### config.mk
export PLATFORM = sky130hd
export DESIGN_NAME = xfer_byte_counter
export DESIGN_NICKNAME = d
export VERILOG_FILES = /design/src/rtl/xbc_pkg.sv /design/src/rtl/xbc_count.sv /design/src/rtl/xbc_addr.sv /design/src/rtl/xbc_flag.sv /design/src/rtl/xbc_status.sv /design/src/rtl/xfer_byte_counter.sv
export SDC_FILE = /design/constraint.sdc
export NUM_CORES = 1
export LEC_CHECK = 0
export BUFFER_PORTS_ARGS = -buffer_cell sky130_fd_sc_hd__buf_4
export CORE_ASPECT_RATIO = 2
export CORE_MARGIN = 2
export CORE_UTILIZATION = 30
export DETAILED_ROUTE_END_ITERATION = 10
export HOLD_SLACK_MARGIN = 0.12
export MAX_ROUTING_LAYER = met4
export PLACE_DENSITY = 0.52
export SYNTH_ARGS = -nofsm -noshare
export SYNTH_HDL_FRONTEND = slang
export SYNTH_SLANG_ARGS = --single-unit
### constraint.sdc
create_clock -name clk -period 2.7 [get_ports clk]
set_input_delay 0.54 -clock clk [delete_from_list [all_inputs] [get_ports clk]]
set_output_delay 0.54 -clock clk [all_outputs]
set_load 0.01 [all_outputs]
### src/rtl/xbc_pkg.sv
package xbc_pkg;
  localparam int unsigned NUM_FLAGS = 2;
  localparam int unsigned FLG_DONE  = 0;
  localparam int unsigned FLG_WRAP  = 1;

  typedef struct packed {
    logic dec;        // committed byte consumed one count
    logic wrap;       // commit arrived with nothing left
    logic zero_hit;   // count went from nonzero to zero
    logic loaded_nz;  // count written/cleared to a nonzero value
  } xbc_events_t;
endpackage

### src/rtl/xbc_count.sv
module xbc_count
  import xbc_pkg::*;
#(
  parameter int unsigned CNT_W  = 24,
  parameter int unsigned BYTE_W = 8,
  localparam int unsigned NB    = (CNT_W + BYTE_W - 1) / BYTE_W
) (
  input  logic              clk,
  input  logic              rst_n,
  input  logic [NB-1:0]     byte_we,
  input  logic [BYTE_W-1:0] wdata,
  input  logic              clear,
  input  logic              commit,
  output logic [CNT_W-1:0]  count,
  output xbc_events_t       ev
);
  localparam logic [CNT_W-1:0] ONE = {{(CNT_W-1){1'b0}}, 1'b1};

  function automatic logic [CNT_W-1:0] merge_lanes(
    input logic [CNT_W-1:0]  cur,
    input logic [NB-1:0]     we,
    input logic [BYTE_W-1:0] d);
    logic [CNT_W-1:0] r;
    r = cur;
    for (int i = 0; i < int'(NB); i++) begin
      for (int b = 0; b < int'(BYTE_W); b++) begin
        if (we[i] && (i * int'(BYTE_W) + b < int'(CNT_W)))
          r[i * int'(BYTE_W) + b] = d[b];
      end
    end
    return r;
  endfunction

  function automatic logic [CNT_W-1:0] step_down(input logic [CNT_W-1:0] cur);
    return (cur == '0) ? '0 : cur - ONE;
  endfunction

  logic [CNT_W-1:0] cnt_q, cnt_d;
  logic wr_any, quiet, is_zero;

  assign wr_any  = |byte_we;
  assign quiet   = !clear && !wr_any;
  assign is_zero = (cnt_q == '0);

  always_comb begin
    if (clear)       cnt_d = '0;
    else if (wr_any) cnt_d = merge_lanes(cnt_q, byte_we, wdata);
    else if (commit) cnt_d = step_down(cnt_q);
    else             cnt_d = cnt_q;
  end

  always_ff @(posedge clk or negedge rst_n) begin
    if (!rst_n) cnt_q <= '0;
    else        cnt_q <= cnt_d;
  end

  assign ev.dec       = commit && quiet && !is_zero;
  assign ev.wrap      = commit && quiet && is_zero;
  assign ev.zero_hit  = !is_zero && (cnt_d == '0);
  assign ev.loaded_nz = !quiet && (cnt_d != '0);
  assign count        = cnt_q;
endmodule

### src/rtl/xbc_addr.sv
module xbc_addr #(
  parameter int unsigned ADDR_W = 32
) (
  input  logic              clk,
  input  logic              rst_n,
  input  logic              load,
  input  logic [ADDR_W-1:0] wdata,
  input  logic              step,
  output logic [ADDR_W-1:0] addr
);
  function automatic logic [ADDR_W-1:0] next_addr(input logic [ADDR_W-1:0] a);
    return a + {{(ADDR_W-1){1'b0}}, 1'b1};
  endfunction

  always_ff @(posedge clk or negedge rst_n) begin
    if (!rst_n)    addr <= '0;
    else if (load) addr <= wdata;
    else if (step) addr <= next_addr(addr);
  end
endmodule

### src/rtl/xbc_flag.sv
module xbc_flag (
  input  logic clk,
  input  logic rst_n,
  input  logic set,
  input  logic clr,
  output logic flag
);
  always_ff @(posedge clk or negedge rst_n) begin
    if (!rst_n)   flag <= 1'b0;
    else if (set) flag <= 1'b1;
    else if (clr) flag <= 1'b0;
  end
endmodule

### src/rtl/xbc_status.sv
module xbc_status #(
  parameter int unsigned NF = 2
) (
  input  logic          clk,
  input  logic          rst_n,
  input  logic [NF-1:0] set,
  input  logic [NF-1:0] clr,
  input  logic          en_we,
  input  logic [NF-1:0] en_wdata,
  output logic [NF-1:0] flags,
  output logic          irq
);
  logic [NF-1:0] en_q;

  always_ff @(posedge clk or negedge rst_n) begin
    if (!rst_n)     en_q <= '0;
    else if (en_we) en_q <= en_wdata;
  end

  for (genvar g = 0; g < int'(NF); g++) begin : g_flag
    xbc_flag u_flag (
      .clk  (clk),
      .rst_n(rst_n),
      .set  (set[g]),
      .clr  (clr[g]),
      .flag (flags[g])
    );
  end

  assign irq = |(flags & en_q);
endmodule

### src/rtl/xfer_byte_counter.sv
module xfer_byte_counter
  import xbc_pkg::*;
#(
  parameter int unsigned CNT_W  = 24,
  parameter int unsigned ADDR_W = 32,
  parameter int unsigned BYTE_W = 8,
  localparam int unsigned NB    = (CNT_W + BYTE_W - 1) / BYTE_W
) (
  input  logic                 clk,
  input  logic                 rst_n,
  input  logic [NB-1:0]        cnt_byte_we,
  input  logic [BYTE_W-1:0]    cnt_wdata,
  input  logic                 cnt_clear,
  input  logic                 addr_load,
  input  logic [ADDR_W-1:0]    addr_wdata,
  input  logic                 commit,
  input  logic                 irq_en_we,
  input  logic [NUM_FLAGS-1:0] irq_en_wdata,
  input  logic [NUM_FLAGS-1:0] st_clr,
  output logic [CNT_W-1:0]     count_o,
  output logic [ADDR_W-1:0]    addr_o,
  output logic                 done_o,
  output logic                 wrap_o,
  output logic                 irq_o
);
  xbc_events_t          ev;
  logic                 dec_ev, wrap_ev;
  logic [NUM_FLAGS-1:0] flag_set, flag_clr, flags;

  xbc_count #(.CNT_W(CNT_W), .BYTE_W(BYTE_W)) u_count (
    .clk    (clk),
    .rst_n  (rst_n),
    .byte_we(cnt_byte_we),
    .wdata  (cnt_wdata),
    .clear  (cnt_clear),
    .commit (commit),
    .count  (count_o),
    .ev     (ev)
  );

  assign dec_ev  = ev.dec;
  assign wrap_ev = ev.wrap;

  xbc_addr #(.ADDR_W(ADDR_W)) u_addr (
    .clk  (clk),
    .rst_n(rst_n),
    .load (addr_load),
    .wdata(addr_wdata),
    .step (dec_ev),
    .addr (addr_o)
  );

  always_comb begin
    flag_set           = '0;
    flag_clr           = st_clr;
    flag_set[FLG_DONE] = ev.zero_hit;
    flag_set[FLG_WRAP] = wrap_ev;
    flag_clr[FLG_DONE] = st_clr[FLG_DONE] | ev.loaded_nz;
  end

  xbc_status #(.NF(NUM_FLAGS)) u_status (
    .clk     (clk),
    .rst_n   (rst_n),
    .set     (flag_set),
    .clr     (flag_clr),
    .en_we   (irq_en_we),
    .en_wdata(irq_en_wdata),
    .flags   (flags),
    .irq     (irq_o)
  );

  assign done_o = flags[FLG_DONE];
  assign wrap_o = flags[FLG_WRAP];
endmodule

# == Word level (Yosys, flattened, before mapping) ==
# Cells that the tools add are included.
# word_totals
word_cells,61
output_inout_bits,59
inputBits,53
reg_bits,60
# classes
n_addsub,2
muxes,34
bitwise_logic,2
n_reduce_logical,18
# ops
op,count
two-way mux 24 bit,4
two-way mux 32 bit,2
logical NOT 24 bit,2
"adder 32 x 1 -> 32 bit, second input constant",1
two-way mux 1 bit,28
nonzero test 24 bit,1
"subtractor 24 x 1 -> 24 bit, second input constant",1
logical AND 1 bit,6
nonzero test 2 bit,3
logical NOT 1 bit,4
OR reduction 3 bit,1
bitwise AND 2 bit,1
OR reduction 2 bit,1
bitwise OR 1 bit,1

# == Depth between registers and ports, before layout ==
# Gate-level depths: netlist of the first run.
# depth
ltp_word,10
mapped_depth,12
depth_no_buf,10

# == Modules after synthesis ==
# A second synthesis of the first run with hierarchy kept.
# hier_totals
hier_cells,467
area_unflattened_um2,4129.0
# modules_own_cells
mod,cells_per_inst,area_each_um2,n_inst,seq_area_each_um2
xbc_count,236,2001.9,1,600.6
xbc_addr,219,1966.9,1,800.8
xbc_status,5,81.3,1,50.0
xbc_flag,3,36.3,2,25.0
xfer_byte_counter,1,6.3,1,0.0

# == Worst setup path before layout of the first run ==
# No wires, ideal clock.
# synth_path
kind,flip-flop to flip-flop
from,"register u_count.cnt_q[4], in the netlist u_count.count[4]"
to,register u_status.g_flag[0].u_flag.flag
stages_incl_launch_ff,10
synth_period_minus_slack_ns,3.035
path_slack_ns,-0.335
path_buffers,1
required_time_ns,2.608
setup_time_ns,0.092
arrival_ns,2.943
path_cell_list,dfrtp_1 > or4b_1 > or4_1 > buf_2 > or3_4 > or3_1 > a31oi_1 > nor2_1 > or3_1 > o31ai_2
# synth_via
elab_chain_len,9
word_cells_on_any_way,15
cone_classes,add/sub: 1; mux: 6; bitwise: 1; reduce/logical: 7
# synth_rtl
item,line,text
start: declaration,xbc_count.sv:38,"logic [CNT_W-1:0] cnt_q, cnt_d;"
start signal: assignment,xbc_count.sv:54,else cnt_q <= cnt_d;
subtractor 24 x 1 -> 24 bit or logical NOT 24 bit (tied branches),xbc_count.sv:35,return (cur == '0) ? '0 : cur - ONE;
two-way mux 24 bit (*),xbc_count.sv:35,
two-way mux 24 bit (*),xbc_count.sv:48,else if (commit) cnt_d = step_down(cnt_q);
two-way mux 24 bit (*),xbc_count.sv:47,"else if (wr_any) cnt_d = merge_lanes(cnt_q, byte_we, wdata);"
two-way mux 24 bit (*),xbc_count.sv:46,if (clear) cnt_d = '0;
net u_count.cnt_d[21],xbc_count.sv:38,
nonzero test 24 bit,xbc_count.sv:60,assign ev.loaded_nz = !quiet && (cnt_d != '0);
logical AND 1 bit,xbc_count.sv:60,
bitwise OR 1 bit,xfer_byte_counter.sv:58,flag_clr[FLG_DONE] = st_clr[FLG_DONE] | ev.loaded_nz;
nonzero test 2 bit (no line),--,
end signal: assignment,xbc_flag.sv:9,if (!rst_n) flag <= 1'b0;
end signal: assignment,xbc_flag.sv:10,else if (set) flag <= 1'b1;
end signal: assignment,xbc_flag.sv:11,else if (clr) flag <= 1'b0;
end: declaration,xbc_flag.sv:6,output logic flag
# Mark *: on every way through the listed nets, which the timed path passes. The rest lies on a longest branch.
# A chain may end at the register's enable or synchronous reset.

# == Worst setup path in the final report of the first run ==
# layout_path
from,"register u_count.cnt_q[22], in the netlist u_count.count[22]"
to,register u_status.g_flag[0].u_flag.flag
# layout_via
elab_chain_len,9
word_cells_on_any_way,15
cone_classes,add/sub: 1; mux: 6; bitwise: 1; reduce/logical: 7
# layout_rtl
item,line
logical NOT 24 bit (*),xbc_count.sv:35
two-way mux 24 bit (*),xbc_count.sv:35
two-way mux 24 bit (*),xbc_count.sv:48
two-way mux 24 bit (*),xbc_count.sv:47
two-way mux 24 bit (*),xbc_count.sv:46
net u_count.cnt_d[15],xbc_count.sv:38
nonzero test 24 bit,xbc_count.sv:60
logical AND 1 bit,xbc_count.sv:60
bitwise OR 1 bit,xfer_byte_counter.sv:58
nonzero test 2 bit (no line),--
# Marked as above.

==> results of run 1 <==
==> routing by layer <==
layer,vias up,part of all wire,GRT usage
met5,-,0,-
met4,0,0.079,0.165
met3,65,0.041,0.0335
met2,182,0.55,0.442
met1,2006,0.33,0.224
li1,1978,-,-
==> through the flow <==
| stage | cell area, µm² | utilization |
|---|---|---|
| 4_1_cts | 5720 | 0.472 |
| 3_5_place_dp | 5360 | 0.442 |
| 5_1_grt | 5810 | 0.479 |
| 3_3_place_gp | 5360 | 0.442 |
| 6_report | 5810 | 0.479 |
| 2_1_floorplan | 3730 | - |
==> registers in the layout (all words and copies together), names as in the netlist <==
name                         count
u_count.count                   24
u_status.g_flag.u_flag.flag      2
u_status.en_q                    2
u_addr.addr                     32
==> cell usage in the layout (no fill, tap or decap), drive strengths merged, types with 5 or more instances in the layout <==
master | Yosys | final
nor3 | 12 | 12
or4 | 6 | 6
o22ai | 13 | 13
nor2 | 39 | 39
o21ai | 44 | 44
and2 | 5 | 5
clkbuf | 17 | 9
nand3 | 18 | 18
and3 | 7 | 7
xor2 | 17 | 17
nand4 | 12 | 12
dfrtp | 60 | 60
buf | 6 | 210
nor4 | 10 | 10
or3 | 7 | 7
a31oi | 5 | 5
inv | 15 | 17
nand2 | 61 | 61
a21oi | 15 | 15
mux2i | 7 | 7
xnor2 | 29 | 29
==> logic make-up (layout without fill, tap and decap cells) <==
logic type / Yosys count / in the layout / synth area share
AO/OA/AOI/OAI: 97 / 97 / 0.155
flip-flops: 60 / 60 / 0.403
buffers and inverters: 38 / 241 / 0.0399
AND/OR/NAND/NOR: 192 / 192 / 0.257
XOR/XNOR: 46 / 46 / 0.108
adder cells (fa/ha/maj): 3 / 3 / 0.0101
multiplexers: 10 / 10 / 0.0279
==> worst max-delay path by stage <==
stage	startpoint	end	slack [ps]	depth (start not counted)
6_report	u_count.count[22]	u_status.g_flag[0].u_flag.flag	-330	9
5_1_grt	u_count.count[22]	u_status.g_flag[0].u_flag.flag	-410	9
4_1_cts	u_count.count[22]	u_status.g_flag[0].u_flag.flag	-320	9
3_5_place_dp	commit	u_status.g_flag[0].u_flag.flag	-500	10
3_3_place_gp	commit	u_status.g_flag[0].u_flag.flag	-470	10
2_1_floorplan	commit	u_status.g_flag[0].u_flag.flag	-330	9
==> timing repair <==
action,4_1_cts,5_1_grt
pin swaps,7,6
buffers inserted,1,5
hold endpoints to repair,0,0
hold buffers,0,0
setup endpoints to repair,1,12
resized for setup,8,15
==> power by group <==
group | leakage [µW] | switching [µW] | total [µW] | internal (µW)
sequential | 0.000755 | 77.1 | 1050 | 976
clock | 0.000156 | 457 | 1270 | 814
combinational | 0.00173 | 434 | 851 | 417
==> cell usage after synthesis (2+ instances only) <==
library cell / count
and2_1: 4
a21oi_1: 15
nor3b_1: 2
inv_1: 15
clkbuf_1: 17
dfrtp_1: 60
buf_1: 3
or3_1: 6
a211oi_1: 2
nor2_1: 39
ha_1: 3
o21ai_1: 2
nand2_1: 61
and3_1: 7
o22ai_1: 13
a31oi_1: 5
nand3_1: 18
buf_2: 2
o21ai_0: 42
or4_1: 6
mux2_2: 3
mux2i_1: 7
xor2_1: 17
nor3_1: 12
or2_2: 2
xnor2_1: 29
nor4b_1: 2
or4b_1: 2
nand4_1: 12
nor4_1: 10
o21bai_1: 3
==> layout make-up <==
class / instances / area [µm²]
repair buffers: 210 / 1580
fillers: 1230 / 6310
flip-flops and latches: 60 / 1500
clock inverters: 7 / 98.8
well taps: 147 / 184
clock buffers: 9 / 225
multi-input cells: 348 / 2160
inverters: 15 / 56.3
==> reports/metrics.cfg, run 1 <==
[final_layout]
areaGrowthSynthToFinish_pct = 55.9
fin_nets = 700
drive_gt1_frac = 0.384
diodes = 0
layout.cells.non_filler = 796

[logic_synthesis]
ys_ff_latch = 60
synth_edf_count = 0
synthTopCellsByArea = dfrtp_1, xnor2_1, nand2_1, o21ai_0, xor2_1
synth_area_leader_cell = dfrtp_1
yosysSeqAreaShare = 0.403
syn_inst = 446
syn_nets = 502
synth_warnings = 0
ys.flop_type = dfrtp_1
synth_top_area_frac = 0.403
syn_avg_cell_area_um2 = 8.36
async_flop_share = 1.00
synth_cell_types = 56
syn-cell-area_um2 = 3730

[power]
p_leak_uw = 0.00264
peakVddDrop_mv = 0.326
total_power_uw = 3170
powerDensity_nw_per_um2 = 546

[setup_path]
setup.worst_path.end_class = flop
crit_buf_inv = 1
r2r_start = u_count.count[22]
critical_path.max_fanout = 5
worstPathRequired_ps = 2940
r2r_end = u_status.g_flag[0].u_flag.flag
cpPeakStageDelay_ps = 570
crit_path_cell_trace = or4_4 -> or4b_4 -> o21ai_4 -> buf_6 -> a21oi_1 -> o21bai_1 -> or4_1 -> nand4bb_1 -> o31ai_2
critical_path.startpoint_type = flop
cp_top_family = simple AND/OR/NAND/NOR gates
crit_arrival_ps = 3270
worstSetupPathType = flop to flop
critical-path-slowest-cell = or4b_4
reg2regPathDepth = 9
r2r_setup_slack_ps = -330

[clock_tree]
cts.clk_slew.worst_paths_ps = 60
worstSkewPairLatency_ps = 340
cts_tree = yes
clock-sinks = 60
root_buffer = clkbuf_16
clk_path_buf_depth = 2
cts_made_buffers = 9
htreeDepth = 3

[place]
place.gp.congestion = 0.994
post-place-ws_ps = -500
hpwl_um = 12400
port_buffers = 111
numPlacedInstances = 775

[flow_run]
max_cap_violations = 0

[grt]
grt_max_degree = 64
gr-total-overflow = 0
track_usage = 0.239
antenna_found_initial = 0
grt_pass1_wl_um = 23800
first_global_vias = 4358

[detailed_routing]
drt_iter0_drc = 241
drtAntennaViolNets = 0
drcViolationCount = 0
avgRoutedWirePerCell_um = 19.6
firstDrtPassIters = 7
vias = 4231
via_per_inst = 5.32
wl_um = 15600

[sta]
hold_violations = 0
tightest_slew_ps = 828
relSlewSlack = 0.448
fin_ws_ps = -332
finalClockSkew_ps = 7.28
fmax_ghz = 0.330
setup_viol = 1
rsz0062_at_grt = yes
finalCriticalPeriod_ps = 3030
holdWs_ps = 296
setup-tns-final_ps = -332
timing.final.crit_share = 1.12
slew_violations = 0

[min_path]
min_path_type = input pin to asynchronous set/reset pin

[floorplanning]
start_util = 0.308
rows = 57
core-area_um2 = 12100
die_w_um = 82.8
die_y_um = 162
io-pin-count = 112
dieArea_um2 = 13400

[status]
violations = setup timing
status = complete, but fails checks

Power figures use the tool's default switching activity.
==> inputs of run 2 (changes only) <==
Settings changed: PLACE_DENSITY 0.52 to 0.5, SLEW_MARGIN set to 20, SYNTH_HIERARCHICAL set to 1.
Clock period 2.7 ns to 3.9 ns, I/O delays scaled along.
==> run 2 against run 1 <==
Effect of this change: setup slack better by 730 ps; total power decreased by 36%; first-iteration DRC count up 2.9%; register-to-register slack gained 730 ps; fmax is 13% lower; the run now ends clean; combinational power decreased by 42%; clock power shrank 38%; routed wire length rose by 7.0%.
==> reports/metrics.cfg, run 2 <==
[status]
status = finished, final reports clean

[floorplanning]
dieArea_um2 = 14800
start_util = 0.307
core-area_um2 = 13400
die_y_um = 170
die_w_um = 87.0
io-pin-count = 112
rows = 60

[sta]
timing.final.crit_share = 0.898
fin_ws_ps = 398
fmax_ghz = 0.286
relSlewSlack = 0.445
holdWs_ps = 509
slew_violations = 0
setup_viol = 0
hold_violations = 0
setup-tns-final_ps = 0
finalClockSkew_ps = 9.17
finalCriticalPeriod_ps = 3500
rsz0062_at_grt = no
tightest_slew_ps = 833

[logic_synthesis]
synthTopCellsByArea = dfrtp_1, o21ai_0, nand2_1, nand4_1, xor2_1
async_flop_share = 1.00
yosysSeqAreaShare = 0.364
ys_ff_latch = 60
ys.flop_type = dfrtp_1
syn_nets = 523
synth_area_leader_cell = dfrtp_1
synth_commonest_cells = dfrtp_1, nand2_1, o21ai_0
syn_inst = 467
syn_avg_cell_area_um2 = 8.84
synth_edf_count = 0
synth_top_area_frac = 0.364
syn-cell-area_um2 = 4130
synth_warnings = 6
synth_cell_types = 74
yosysMostFrequentCell = dfrtp_1

[setup_path]
crit_arrival_ps = 3770
worstPathRequired_ps = 4170
cp_top_family = simple AND/OR/NAND/NOR gates
critical_path.max_fanout = 6
cpPeakStageDelay_ps = 590
critical_path.startpoint_type = flop
crit_path_cell_trace = nor4_1 -> nand4_2 -> o21ai_2 -> buf_4 -> o21ai_0 -> nand3b_1 -> nor4b_2 -> nand4_1 -> and2_1 -> or2_1 -> inv_1 -> a21o_1
critical-path-slowest-cell = nor4_1
setup.worst_path.end_class = flop
startpoint = u_count/count[21]
crit_buf_inv = 2
r2r_start = u_count/count[21]
worstSetupPathType = flop to flop

[final_layout]
areaGrowthSynthToFinish_pct = 33.8
multiInputGateArea_um2 = 2470
diodes = 0
regMostFlops = u_addr/addr
area.sequential_um2 = 1500
final_cell_mix = buf_4, dfrtp_1, nand2_1, o21ai_0, nor2_1
n_fill_cell = 1392
layout_commonest_cell = buf_4
layout.cells.non_filler = 751
fin_nets = 647
drive_gt1_frac = 0.309
largest_reg_flops = 32

[min_path]
min_path_type = flop to flop
min-delay-start = u_status/en_q[1]

[detailed_routing]
wl_um = 16700
drt_iter0_drc = 248
drcViolationCount = 0
firstDrtPassIters = 4
via_per_inst = 5.88
avgRoutedWirePerCell_um = 22.3
vias = 4416
drtAntennaViolNets = 0

[clock_tree]
ctsHoldBuffers = 0
cts_tree = yes
post_cts_buffers = 0
clk_path_buf_depth = 2
cts_made_buffers = 9
htreeDepth = 3
worstSkewPairLatency_ps = 340
clock-sinks = 60
root_buffer = clkbuf_16
ctsResizeCount = 0
cts.clk_slew.worst_paths_ps = 60

[grt]
grt_max_degree = 61
grt_pass1_wl_um = 25000
track_usage = 0.233
gr-total-overflow = 0
first_global_vias = 4422
antenna_found_initial = 0

[place]
numPlacedInstances = 735
port_buffers = 111
hpwl_um = 13100
post-place-ws_ps = 365
place.gp.congestion = 1.05

[power]
peakVddDrop_mv = 0.201
total_power_uw = 2050
p_leak_uw = 0.00235
powerDensity_nw_per_um2 = 370

[flow_run]
max_cap_violations = 0

==> run 2: cell count changes after synthesis, sizes merged, moves of 6 or more <==
cell,delta
a22oi,+6
a31oi,+9
nand2,-16
nand4,+14
o22ai,-8
o31ai,+9
or2,+7
or4,+8
xnor2,-20
==> run 2: final timing paths <==
path                                                        to  slack, ps  cells past startpoint
worst max-delay path            u_status/g_flag[0].u_flag/flag        400                     12
worst min register to register                u_status/en_q[1]        510                      1
min in group asynchronous                     u_count/count[4]        530                      1
worst min-delay path                          u_status/en_q[1]        510                      1
max in group asynchronous                    u_count/count[14]       2800                      1
worst max register to register  u_status/g_flag[0].u_flag/flag        400                     12
==> run 2: cell type report <==
class	instances	share of cell area
Clock buffer	11	0.0421
Multi-Input combinational cell	372	0.446
Clock inverter	5	0.00951
Inverter	12	0.00815
Sequential cell	60	0.272
Tap cell	155	0.0351
Timing Repair Buffer	136	0.187
==> run 2: report_power, final <==
| part | total [µW] | switching, µW | leakage [µW] | internal [µW] |
|---|---|---|---|---|
| sequential | 762 | 88.9 | 0.000739 | 673 |
| combinational | 496 | 268 | 0.00147 | 227 |
| clock | 790 | 299 | 0.000139 | 491 |
==> run 2: metrics by stage <==
stage	instance area [µm²]	utilization
4_1_cts	5530	0.411
5_1_grt	5530	0.411
3_3_place_gp	5240	0.390
2_1_floorplan	4130	-
6_report	5530	0.411
3_5_place_dp	5240	0.390
==> run 2: per-layer routing <==
metal,wire [µm],GRT usage,up-vias
li1,-,-,2011
met1,5550,0.216,2157
met2,9550,0.439,185
met3,716,0.0301,63
met4,904,0.132,0
met5,0,-,-
==> run 2: logic make-up (layout without fill, tap and decap cells) <==
kind of cell / after synthesis / count (layout) / synth area share
buf+inv: 35 / 164 / 0.0388
xor+xnor: 24 / 24 / 0.0509
simple gates: 213 / 213 / 0.317
compound gates: 124 / 124 / 0.200
fa+ha+maj: 3 / 3 / 0.00909
flops: 60 / 60 / 0.364
mux: 8 / 8 / 0.0203
==> inputs of run 3 (changes only) <==
Settings changed: CTS_CLUSTER_SIZE set to 24, RECOVER_POWER set to 50.
==> run 3 against run 2 <==
Effect of this change: the run now ends with capacitance limit, slew limit left; die area did not move; count of clock-buffer cells in the layout did not move; sequential share of layout area rose by 0.54 points; clock skew barely moved.
==> reports/metrics.cfg, run 3 (synthesis results as in run 2) <==
[status]
status = complete, but fails checks
violations = capacitance limit, slew limit

[place]
hpwl_um = 13100
port_buffers = 111
post-place-ws_ps = 365
place.gp.congestion = 1.05

[grt]
grt_pass1_wl_um = 25000
met2_usage = 0.439
first_global_vias = 4422
met1_usage = 0.216
met3_usage = 0.0301
track_usage = 0.233
grt_max_degree = 61
gr-total-overflow = 0
grt_busiest_layer = met2
antenna_found_initial = 0

[floorplanning]
die_w_um = 87.0
rows = 60
io-pin-count = 112
start_util = 0.307
core-area_um2 = 13400
die_y_um = 170
dieArea_um2 = 14800

[sta]
setup_viol = 0
finalCriticalPeriod_ps = 3510
slew_violations = 61
hold_violations = 0
finalClockSkew_ps = 8.70
fin_ws_ps = 390
relSlewSlack = -0.0878
fmax_ghz = 0.285
setup-tns-final_ps = 0
rsz0062_at_grt = no
timing.final.crit_share = 0.900
tightest_slew_ps = 1630

[final_layout]
areaGrowthSynthToFinish_pct = 31.2
drive_gt1_frac = 0.262
n_fill_cell = 1411
final_cell_mix = buf_4, dfrtp_1, nand2_1, o21ai_0, nor2_1
diodes = 0
fin_nets = 647
layout_commonest_cell = buf_4
regMostFlops = u_addr/addr
multiInputGateArea_um2 = 2470
area.sequential_um2 = 1500
largest_reg_flops = 32

[setup_path]
r2r_setup_slack_ps = 390
worstPathRequired_ps = 4170
crit_arrival_ps = 3780
critical_path.startpoint_type = flop
r2r_end = u_status/g_flag[0].u_flag/flag
reg2regPathDepth = 12
r2r_start = u_count/count[21]
critical_path.max_fanout = 6
worstSetupPathType = flop to flop
startpoint = u_count/count[21]
setup.worst_path.end_class = flop
critPathCapture = u_status/g_flag[0].u_flag/flag

[clock_tree]
clk_path_buf_depth = 2
cts_tree = yes
post_cts_buffers = 0
htreeDepth = 3
ctsResizeCount = 0
cts.clk_slew.worst_paths_ps = 60
ctsHoldBuffers = 0
root_buffer = clkbuf_16
clock-sinks = 60
worstSkewPairLatency_ps = 340
cts_made_buffers = 9

[power]
p_leak_uw = 0.00225
powerDensity_nw_per_um2 = 374
peakVddDrop_mv = 0.201

[detailed_routing]
avgRoutedWirePerCell_um = 22.2
vias = 4423
drt_iter0_drc = 265
drcViolationCount = 0
firstDrtPassIters = 4
wl_um = 16700
via_per_inst = 5.89
drtAntennaViolNets = 0

[min_path]
min_path_type = flop to flop
hold_depth = 1
min-delay-start = u_status/en_q[1]

[flow_run]
max_cap_violations = 1

run 3: changes by cell type in the layout (fill, tap and decap cells not counted):
cell	previous run	this run
buf_4	135	106
clkbuf_1	2	30
clkbuf_2	0	1
run 3: area by class of cell:
class | instances | share of cell area
Multi-Input combinational cell | 372 | 0.455
Sequential cell | 60 | 0.277
Timing Repair Buffer | 136 | 0.171
Clock buffer | 11 | 0.0429
Tap cell | 155 | 0.0358
Clock inverter | 5 | 0.00970
Inverter | 12 | 0.00831
run 3: report_power, final:
group	internal [µW]	switching, µW	leakage [µW]	total, µW
clock network	491	297	0.000139	789
registers	673	87.9	0.000739	761
logic	208	268	0.00137	476
run 3: worst min-delay path by stage:
stage,endpoint,slack (ps)
CTS,u_status/en_q[1],510
floorplan,u_addr/addr[0],480
detailed placement,u_status/en_q[1],500
global route,u_status/en_q[1],520
global placement,u_status/en_q[1],490
finish,u_status/en_q[1],510
run 3: per-stage QoR:
step	hold slack (ps)	cells	total power, µW	utilization	cell area, µm²
after floorplan	481	467	994	-	4130
after global placement	494	735	1260	0.390	5240
after detailed placement	498	735	1260	0.390	5240
after CTS	511	751	2060	0.411	5530
after global routing	523	751	2120	0.403	5420
final	509	751	2030	0.403	5420
run 3: routing by layer:
layer  up-vias  wire length [µm]
li1       2013                 -
met1      2135              5420
met2       210              9500
met3        65               774
met4         0               954
met5         -                 0
run 3: critical path: stages (launching register included):
cell,delay [ps]
dfrtp_1,460
nor4_1,600
nand4_2,310
o21ai_2,370
buf_4,220
o21ai_0,170
nand3b_1,230
nor4b_2,340
nand4_1,150
and2_1,210
or2_1,230
inv_1,50
a21o_1,90
